**config.mk**
```make
export PLATFORM = sky130hd
export DESIGN_NAME = exc_entry_seq
export DESIGN_NICKNAME = d
export VERILOG_FILES = /design/src/rtl/exc_pkg.sv /design/src/rtl/exc_classify.sv /design/src/rtl/exc_capture.sv /design/src/rtl/exc_seq.sv /design/src/rtl/exc_entry_seq.sv
export SDC_FILE = /design/constraint.sdc
export NUM_CORES = 1
export LEC_CHECK = 0
export BUFFER_PORTS_ARGS = -buffer_cell sky130_fd_sc_hd__buf_2
export CAP_MARGIN = 10
export CORE_AREA = 2 2 128 192
export DETAILED_ROUTE_END_ITERATION = 10
export DIE_AREA = 0 0 130 194
export PLACE_DENSITY = 0.72
export SLEW_MARGIN = 20
export SYNTH_ARGS = -nofsm -noshare
export SYNTH_HDL_FRONTEND = slang
export SYNTH_SLANG_ARGS = --single-unit
```
**constraint.sdc**
```tcl
create_clock -name clk -period 6.25 [get_ports clk]
set_input_delay 1.25 -clock clk [delete_from_list [all_inputs] [get_ports clk]]
set_output_delay 1.25 -clock clk [all_outputs]
set_load 0.005 [all_outputs]
```
**src/rtl/exc_pkg.sv**
```systemverilog
package exc_pkg;
  localparam int XLEN = 32;
  typedef logic [XLEN-1:0] word_t;

  typedef enum logic [2:0] {
    ST_IDLE, ST_VEC, ST_PSR, ST_PPC, ST_JMP
  } seq_st_e;

  typedef enum logic [1:0] {
    EX_NONE, EX_GEN, EX_SLOT, EX_DIV
  } exc_kind_e;

  // Vector table slot address: base plus four bytes per vector number
  function automatic word_t vec_addr(input word_t base, input word_t num);
    return base + (num << 2);
  endfunction

  // Address of the n-th pre-decremented push below sp
  function automatic word_t push_addr(input word_t sp, input int unsigned n);
    return sp - word_t'(4 * n);
  endfunction
endpackage

```
**src/rtl/exc_classify.sv**
```systemverilog
module exc_classify (
  input  logic dec_valid,
  input  logic dec_undef,
  input  logic dec_fpu_op,
  input  logic dec_bank_op,
  input  logic dec_in_slot,
  input  logic cfg_fpu_present,
  input  logic cfg_fpu_standby,
  input  logic cfg_bank_present,
  output logic gen_hit,
  output logic slot_hit
);
  logic fpu_unusable;
  logic undef_eff;

  always_comb begin
    fpu_unusable = !cfg_fpu_present || cfg_fpu_standby;
    undef_eff    = dec_valid && (dec_undef
                                 || (dec_fpu_op && fpu_unusable)
                                 || (dec_bank_op && !cfg_bank_present));
    gen_hit      = undef_eff && !dec_in_slot;
    slot_hit     = undef_eff && dec_in_slot;
  end
endmodule

```
**src/rtl/exc_capture.sv**
```systemverilog
module exc_capture
  import exc_pkg::*;
#(
  parameter int VW         = 8,
  parameter int INSN_BYTES = 2,
  parameter logic [VW-1:0] VEC_GEN  = 8'd4,
  parameter logic [VW-1:0] VEC_SLOT = 8'd6,
  parameter logic [VW-1:0] VEC_DIV  = 8'd9
) (
  input  logic  clk,
  input  logic  rst_n,
  input  logic  idle,
  input  logic  gen_hit,
  input  logic  slot_hit,
  input  logic  div_req,
  input  word_t dec_pc,
  input  word_t div_pc,
  input  word_t sr_in,
  input  word_t sp_in,
  input  word_t vbr_in,
  output logic  accept,
  output word_t cap_vec,
  output word_t cap_pc,
  output word_t cap_sr,
  output word_t cap_sp,
  output word_t cap_vbr
);
  localparam word_t SLOT_BACK = word_t'(INSN_BYTES);

  exc_kind_e pick;
  word_t     pick_vec;
  word_t     pick_pc;

  always_comb begin
    pick     = EX_NONE;
    pick_vec = '0;
    pick_pc  = '0;
    if (gen_hit) begin
      pick = EX_GEN;  pick_vec = word_t'(VEC_GEN);  pick_pc = dec_pc;
    end else if (slot_hit) begin
      pick = EX_SLOT; pick_vec = word_t'(VEC_SLOT); pick_pc = dec_pc - SLOT_BACK;
    end else if (div_req) begin
      pick = EX_DIV;  pick_vec = word_t'(VEC_DIV);  pick_pc = div_pc;
    end
    accept = idle && (pick != EX_NONE);
  end

  always_ff @(posedge clk) begin
    if (!rst_n) begin
      cap_vec <= '0; cap_pc <= '0; cap_sr <= '0; cap_sp <= '0; cap_vbr <= '0;
    end else if (accept) begin
      cap_vec <= pick_vec;
      cap_pc  <= pick_pc;
      cap_sr  <= sr_in;
      cap_sp  <= sp_in;
      cap_vbr <= vbr_in;
    end
  end

  // the captured record does not move while a sequence runs
  a_r11_hold_record: assert property (@(posedge clk) disable iff (!rst_n)
    !idle |=> $stable(cap_pc) && $stable(cap_vec) && $stable(cap_sp));

  // a decode illegal beats a same-cycle divide
  a_r6_illegal_first: assert property (@(posedge clk) disable iff (!rst_n)
    (idle && gen_hit && div_req) |=> cap_vec == word_t'(VEC_GEN));
endmodule

```
**src/rtl/exc_seq.sv**
```systemverilog
module exc_seq
  import exc_pkg::*;
(
  input  logic  clk,
  input  logic  rst_n,
  input  logic  accept,
  input  word_t cap_vec,
  input  word_t cap_pc,
  input  word_t cap_sr,
  input  word_t cap_sp,
  input  word_t cap_vbr,
  input  logic  mem_ack,
  input  word_t mem_rdata,
  output logic  idle,
  output logic  busy,
  output logic  mem_req,
  output logic  mem_we,
  output word_t mem_addr,
  output word_t mem_wdata,
  output logic  sp_wr_en,
  output word_t sp_wr_data,
  output logic  pc_load,
  output word_t pc_new
);
  seq_st_e state;
  word_t   handler;

  always_ff @(posedge clk) begin
    if (!rst_n) begin
      state   <= ST_IDLE;
      handler <= '0;
    end else begin
      unique case (state)
        ST_IDLE: if (accept) state <= ST_VEC;
        ST_VEC:  if (mem_ack) begin handler <= mem_rdata; state <= ST_PSR; end
        ST_PSR:  if (mem_ack) state <= ST_PPC;
        ST_PPC:  if (mem_ack) state <= ST_JMP;
        ST_JMP:  state <= ST_IDLE;
        default: state <= ST_IDLE;
      endcase
    end
  end

  always_comb begin
    mem_req   = 1'b0;
    mem_we    = 1'b0;
    mem_addr  = '0;
    mem_wdata = '0;
    unique case (state)
      ST_VEC: begin mem_req = 1'b1; mem_addr = vec_addr(cap_vbr, cap_vec); end
      ST_PSR: begin
        mem_req = 1'b1; mem_we = 1'b1;
        mem_addr = push_addr(cap_sp, 1); mem_wdata = cap_sr;
      end
      ST_PPC: begin
        mem_req = 1'b1; mem_we = 1'b1;
        mem_addr = push_addr(cap_sp, 2); mem_wdata = cap_pc;
      end
      default: ;
    endcase
    sp_wr_en   = mem_we && mem_ack;
    sp_wr_data = mem_addr;
    pc_load    = (state == ST_JMP);
    pc_new     = handler;
    idle       = (state == ST_IDLE);
    busy       = !idle;
  end

  // an access waiting for its acknowledge keeps its request steady
  a_r8_hold_access: assert property (@(posedge clk) disable iff (!rst_n)
    (mem_req && !mem_ack) |=> mem_req && $stable(mem_addr) && $stable(mem_we));

  // the jump is a single pulse and ends the busy window
  a_r10_jump_ends: assert property (@(posedge clk) disable iff (!rst_n)
    pc_load |=> !busy && !pc_load);

  // nothing is driven while idle
  a_r12_idle_quiet: assert property (@(posedge clk) disable iff (!rst_n)
    !busy |-> !mem_req && !pc_load && !sp_wr_en);

  // stack updates land on one of the two push slots
  a_r9_sp_slots: assert property (@(posedge clk) disable iff (!rst_n)
    sp_wr_en |-> (sp_wr_data == cap_sp - 32'd4) || (sp_wr_data == cap_sp - 32'd8));

  // the handler is the data returned by the vector read
  a_r7_handler_from_read: assert property (@(posedge clk) disable iff (!rst_n)
    (state == ST_PSR && $past(state) == ST_VEC) |-> pc_new == $past(mem_rdata));
endmodule

```
**src/rtl/exc_entry_seq.sv**
```systemverilog
module exc_entry_seq
  import exc_pkg::*;
#(
  parameter int VW         = 8,
  parameter int INSN_BYTES = 2,
  parameter logic [VW-1:0] VEC_GEN  = 8'd4,
  parameter logic [VW-1:0] VEC_SLOT = 8'd6,
  parameter logic [VW-1:0] VEC_DIV  = 8'd9
) (
  input  logic        clk,
  input  logic        rst_n,
  input  logic        dec_valid,
  input  logic        dec_undef,
  input  logic        dec_fpu_op,
  input  logic        dec_bank_op,
  input  logic        dec_in_slot,
  input  logic [31:0] dec_pc,
  input  logic        cfg_fpu_present,
  input  logic        cfg_fpu_standby,
  input  logic        cfg_bank_present,
  input  logic        div_exc_req,
  input  logic [31:0] div_pc,
  input  logic [31:0] cur_sr,
  input  logic [31:0] cur_sp,
  input  logic [31:0] vec_base,
  output logic        mem_req,
  output logic        mem_we,
  output logic [31:0] mem_addr,
  output logic [31:0] mem_wdata,
  input  logic        mem_ack,
  input  logic [31:0] mem_rdata,
  output logic        sp_wr_en,
  output logic [31:0] sp_wr_data,
  output logic        pc_load,
  output logic [31:0] pc_new,
  output logic        busy
);
  logic  gen_hit, slot_hit, accept, idle;
  word_t cap_vec, cap_pc, cap_sr, cap_sp, cap_vbr;

  exc_classify u_cls (
    .dec_valid(dec_valid), .dec_undef(dec_undef), .dec_fpu_op(dec_fpu_op),
    .dec_bank_op(dec_bank_op), .dec_in_slot(dec_in_slot),
    .cfg_fpu_present(cfg_fpu_present), .cfg_fpu_standby(cfg_fpu_standby),
    .cfg_bank_present(cfg_bank_present),
    .gen_hit(gen_hit), .slot_hit(slot_hit)
  );

  exc_capture #(
    .VW(VW), .INSN_BYTES(INSN_BYTES),
    .VEC_GEN(VEC_GEN), .VEC_SLOT(VEC_SLOT), .VEC_DIV(VEC_DIV)
  ) u_cap (
    .clk(clk), .rst_n(rst_n), .idle(idle),
    .gen_hit(gen_hit), .slot_hit(slot_hit), .div_req(div_exc_req),
    .dec_pc(dec_pc), .div_pc(div_pc), .sr_in(cur_sr), .sp_in(cur_sp),
    .vbr_in(vec_base), .accept(accept),
    .cap_vec(cap_vec), .cap_pc(cap_pc), .cap_sr(cap_sr),
    .cap_sp(cap_sp), .cap_vbr(cap_vbr)
  );

  exc_seq u_seq (
    .clk(clk), .rst_n(rst_n), .accept(accept),
    .cap_vec(cap_vec), .cap_pc(cap_pc), .cap_sr(cap_sr),
    .cap_sp(cap_sp), .cap_vbr(cap_vbr),
    .mem_ack(mem_ack), .mem_rdata(mem_rdata),
    .idle(idle), .busy(busy),
    .mem_req(mem_req), .mem_we(mem_we), .mem_addr(mem_addr),
    .mem_wdata(mem_wdata), .sp_wr_en(sp_wr_en), .sp_wr_data(sp_wr_data),
    .pc_load(pc_load), .pc_new(pc_new)
  );

  // acceptance only happens from idle, so busy never re-rises mid-sequence
  a_r11_one_at_a_time: assert property (@(posedge clk) disable iff (!rst_n)
    (busy && !pc_load) |=> busy);
endmodule

```
Word-level counts from Yosys, hierarchy flattened:

Index checks and enable logic that the tools add are counted.

* add/subtract/negate cells: 4
* equality and inequality tests: 8
* mux-type cells: 18
* reduce and logical (&&, ||, !) cells: 20

Operator list (count)
* 32-bit two-way mux: 3
* 32-bit one-hot mux with 3 select lines: 1
* 32-bit one-hot mux with 2 select lines: 1
* 30-bit two-way mux: 2
* 32-bit adder: 1
* 32-bit by 2-bit subtractor with 32-bit output, second input constant: 1
* 32-bit by 3-bit subtractor with 32-bit output, second input constant: 1
* 32-bit by 4-bit subtractor with 32-bit output, second input constant: 1
* 3-bit two-way mux: 4
* 3-bit one-hot mux with 4 select lines: 1
* 2-bit != test, second input constant: 4
* 1-bit logical AND: 7
* 3-bit by 2-bit == test with 1-bit output, second input constant: 2
* 2-bit two-way mux: 3
* 1-bit logical NOT: 4
* 4-bit two-way mux: 1
* 4-bit AND reduction: 1
* 3-bit by 1-bit == test with 1-bit output, second input constant: 1
* 3-bit == test, second input constant: 1
* 3-bit logical NOT: 1
* 1-bit logical OR: 3
* 3-bit OR reduction: 1
* 1-bit two-way mux: 2
* 2-bit AND reduction: 1
* 2 further kinds: 2

* flip-flop bits (word level): 193

Logic depth before layout (Yosys ltp):

* depth after elaboration: 13
* mapped depth: 10
* gate-level depth less buffers: 8

Cells and area by module:

Synthesis repeated with hierarchy kept, for this count alone.

* cell total of the unflattened synthesis: 1421
* area total of the unflattened synthesis: 10772.8 um^2

By module, submodules not included
* exc_capture: instances 1, cells each 773, area an instance 6221.0 um^2
* exc_seq: instances 1, cells each 642, area an instance 4511.8 um^2
* exc_classify: instances 1, cells each 6, area an instance 40.0 um^2

Worst setup path after synthesis:

Ideal clock, no wire load.

* path kind: register to output
* from: register u_cap.cap_vec[0]
* to: output port sp_wr_data[28]
* arrival time: 2.239 ns
* required time: 5.000 ns
* path slack: 2.761 ns
* cell stages (with the launch flop): 11
* buffers on the path: 2
* path through: dfxtp_1 > ha_1 > inv_1 > fa_1 > nand2b_1 > a21oi_1 > clkbuf_1 > nand4_1 > xor2_1 > o22ai_1 > buf_4

* cells in the longest elaborated chain, start to end: 2

RTL lines
* start, declared: RTL line exc_capture.sv:22 `output word_t cap_vec,`
* start signal, assigned: RTL line exc_capture.sv:52 `cap_vec <= pick_vec;`
* 32-bit adder: RTL line exc_pkg.sv:15 `return base + (num << 2);`
* 32-bit one-hot mux with 3 select lines: RTL line exc_seq.sv:49 `unique case (state)`
* end, declared: RTL line exc_entry_seq.sv:33 `output logic [31:0] sp_wr_data,`

No other way between the ends.

Final worst setup path:

* from: register u_seq.state[0]
* to: output port sp_wr_data[30]

* cells in the longest elaborated chain, start to end: 2
* elaborated cells between the ends (all ways): 4

RTL lines
* start, declared: RTL line exc_seq.sv:25 `seq_st_e state;`
* start signal, assigned: RTL line exc_seq.sv:30 `state <= ST_IDLE;`
* start signal, assigned: RTL line exc_seq.sv:34 `ST_IDLE: if (accept) state <= ST_VEC;`
* start signal, assigned: RTL line exc_seq.sv:35 `ST_VEC: if (mem_ack) begin handler <= mem_rdata; state <= ST_PSR; end`
* 3-bit by 2-bit == test with 1-bit output or 3-bit by 1-bit == test with 1-bit output (tied branches): RTL line exc_seq.sv:49
* 32-bit one-hot mux with 3 select lines (*): RTL line exc_seq.sv:49

Mark *: on every way between the ends. The rest lies on a longest branch, timed or not.

==> out/results.ini <==
[floorplanning]
ios = 337
dieArea_um2 = 25220
core-area_um2 = 23570
rows = 69
fp.dieH_um = 194
die_w_um = 130
initial_core_util_pct = 39.20

[sta]
finalSetupViolations = 0
fin_crit_ns = 4.359
slew-limit-headroom_pct = 31.42
rsz0062_at_grt = false
worstMarginPinSlew_ns = 1.027
fin_ws_ns = 1.891
fin_crit_sh_pct = 69.74
timing.final.hold_violations = 0
skew_ns = 0.01480
fmax_mhz = 229.4
report.final.slew_viol_count = 0
setup-tns-final_ns = 0

[run]
cap_violations = 0

[global_routing]
grt_pass1_vias = 9386
grt_max_degree = 88
overflow = 0
antenna_found_initial = 5
grt_pass1_wl_mm = 49.03
groute.usage.overall_pct = 24.78

[route]
wl_met1_mm = 12.09
dr_wl_met3_mm = 1.717
avgRoutedWirePerCell_um = 17.51
top_layer = met5
first_pass_iters = 8
drt_iter0_markers = 597
route.detailed.drc = 0
num_vias = 9723
viasPerCell = 5.387
wl_met2_mm = 16.57
drtAntennaViolNets = 0
drt-total-wl_mm = 31.61

[clock_network]
post_cts_buffers = 0
max-clock-path-buffers = 2
root_buffer = clkbuf_16
cts_sinks = 166
cts_made_buffers = 17
clkTransAtPathRegs_ns = 0.06
post_cts_resize_count = 0
hold_buffers = 0
h-tree-depth = 4
insertion_delay_ns = 0.44
cts_tree = yes

[place]
hpwl_mm = 24.01
post-place-ws_ns = 2.087
port_buffers = 336
gp_congestion = 0.9351

[final_layout]
nets = 1684
drive_gt1_share_pct = 26.90
areaGrowthSynthToFinish_pct = 24.02
layout_commonest_cell = buf_2
seqCellArea_um2 = 3324
nFillCells = 2401
multiInputGateArea_um2 = 5286
final_cell_mix = buf_2, nand2_1, dfxtp_1

[synthesis]
synth_cell_types = 74
syn_inst = 1225
ys_seq_area_share_pct = 35.96
synth_edf_count = 0
ys_warn_count = 0
ys.flop_type = dfxtp_1
syn_nets = 1437
synth_seq_cells = 166
synthesis.area_um2 = 9240
synth_async_sr_flop_share_pct = 0
synth_area_per_cell_um2 = 7.543

[hold_path]
hold_path.class = reg2reg
min-delay-start = u_seq.pc_new[4]
whs_endpoint = u_seq.pc_new[4]
hold_depth = 2

[outcome]
status = completed

[worst_setup_path]
rr_startpoint = u_seq.state[0]
r2r_cells = 8
crit_chain = buf_4 > nand2b_1 > a21oi_1 > nand4_1 > xor2_1 > o22ai_1 > buf_2
cp_num_buf_inv = 2
rrSetupSlack_ns = 2.88
crit_family = compound AO/OA/AOI/OAI gates
r2r-end = u_cap.cap_pc[5]
cp_max_fo = 47
start_kind = flop
slowest_delay_ns = 0.78
cp.required_ns = 5.00
path_class = reg2out
crit_slowest_cell = a21oi_1
arrival_ns = 3.11
crit_path_end_kind = output port

[pwr]
power_density_nw_per_um2 = 293.7
leakagePower_nw = 4.831
ir_worst_vdd_uv = 181.7

-- worst max-delay path by stage --
stage,from,endpoint,cells past startpoint
after global placement,u_cap.cap_vec[0],sp_wr_data[16],9
after CTS,u_cap.cap_vec[0],sp_wr_data[16],9
final,u_seq.state[0],sp_wr_data[30],7
after floorplan,u_cap.cap_vec[0],sp_wr_data[28],10
after detailed placement,u_cap.cap_vec[0],sp_wr_data[16],9
after global routing,u_seq.state[0],mem_addr[16],7
-- cells in the mapped netlist (5+ instances only) --
cell type	count	share of area (%)
clkbuf_1	60	2.4
and4_1	6	0.57
o221ai_1	11	1.0
a221oi_1	5	0.47
buf_1	5	0.20
nand2b_1	10	0.68
nand4_1	26	1.8
nor2_1	71	2.9
o22ai_1	28	1.9
a21oi_1	156	8.4
a31oi_1	9	0.61
nand2_1	290	12
nor4_1	13	0.88
and2_1	6	0.41
nor3b_1	5	0.41
dfxtp_1	166	36
or3_1	10	0.68
inv_1	15	0.61
buf_4	32	2.6
buf_2	20	1.1
nor3_1	25	1.4
nand3_1	26	1.4
xor2_1	44	4.2
xnor2_1	29	2.7
a21o_1	5	0.41
or4_1	6	0.49
and3_1	6	0.41
mux2i_1	35	3.8
ha_1	7	0.95
nor4b_1	5	0.47
o21ai_1	9	0.49
o21ai_0	14	0.76
-- per-stage QoR --
step | cell area (um^2) | total power, mW | hold WS [ns] | utilization, % | cells
finish | 11460 | 3.366 | 0.4517 | 48.62 | 1805
global route | 11460 | 3.553 | 0.4698 | 48.62 | 1805
CTS | 11440 | 3.391 | 0.4528 | 48.56 | 1802
detailed placement | 10820 | 2.257 | 0.4444 | 45.90 | 1772
global placement | 10820 | 2.244 | 0.4389 | 45.90 | 1772
floorplan | 9240 | 1.946 | 0.4357 | - | 1225
-- layout make-up --
class,instances,share of cell area (%)
Tap cell,319,3.483
Timing Repair Buffer,345,15.26
Inverter,17,0.5787
Multi-Input combinational cell,925,46.13
Clock buffer,19,3.952
Sequential cell,166,29.01
Clock inverter,11,1.518
Antenna cell,3,0.06551
-- logic make-up (layout without fill, tap and decap cells) --
| group | count (synthesis) | after routing | share of synthesized area, % |
|---|---|---|---|
| flip-flops | 166 | 166 | 35.96 |
| buffers and inverters | 134 | 392 | 7.014 |
| AND/OR/NAND/NOR | 532 | 532 | 27.12 |
| multiplexers | 37 | 37 | 4.035 |
| adder cells (fa/ha/maj) | 8 | 8 | 1.164 |
| XOR/XNOR | 73 | 73 | 6.919 |
| other | 0 | 3 | 0 |
| AO/OA/AOI/OAI | 275 | 275 | 17.78 |
-- tightest hold or removal path: cells and delay by family (launching register included) --
kind             cells  cell delay (ns)
flip-flops           1             0.30
AND/OR/NAND/NOR      1             0.05
AO/OA/AOI/OAI        1             0.05
-- registers in the layout, indices dropped and copies added (netlist names) --
name	cells
u_cap.cap_vbr	32
u_cap.cap_vec	3
u_seq.pc_new	32
u_cap.cap_pc	32
u_seq.state	3
u_cap.cap_sr	32
u_cap.cap_sp	32
-- metal layers --
| metal | global-route usage (%) | vias to the layer above |
|---|---|---|
| met4 | 11.67 | 4 |
| li1 | - | 4738 |
| met2 | 43.90 | 392 |
| met5 | 0 | - |
| met3 | 5.105 | 74 |
| met1 | 27.86 | 4515 |
-- power by group --
group	switching (mW)	internal [mW]
Sequential	0.116	1.19
Clock	0.437	0.688
Combinational	0.575	0.360
Total	1.13	2.24
No activity file was read; power rests on OpenSTA's default activity.
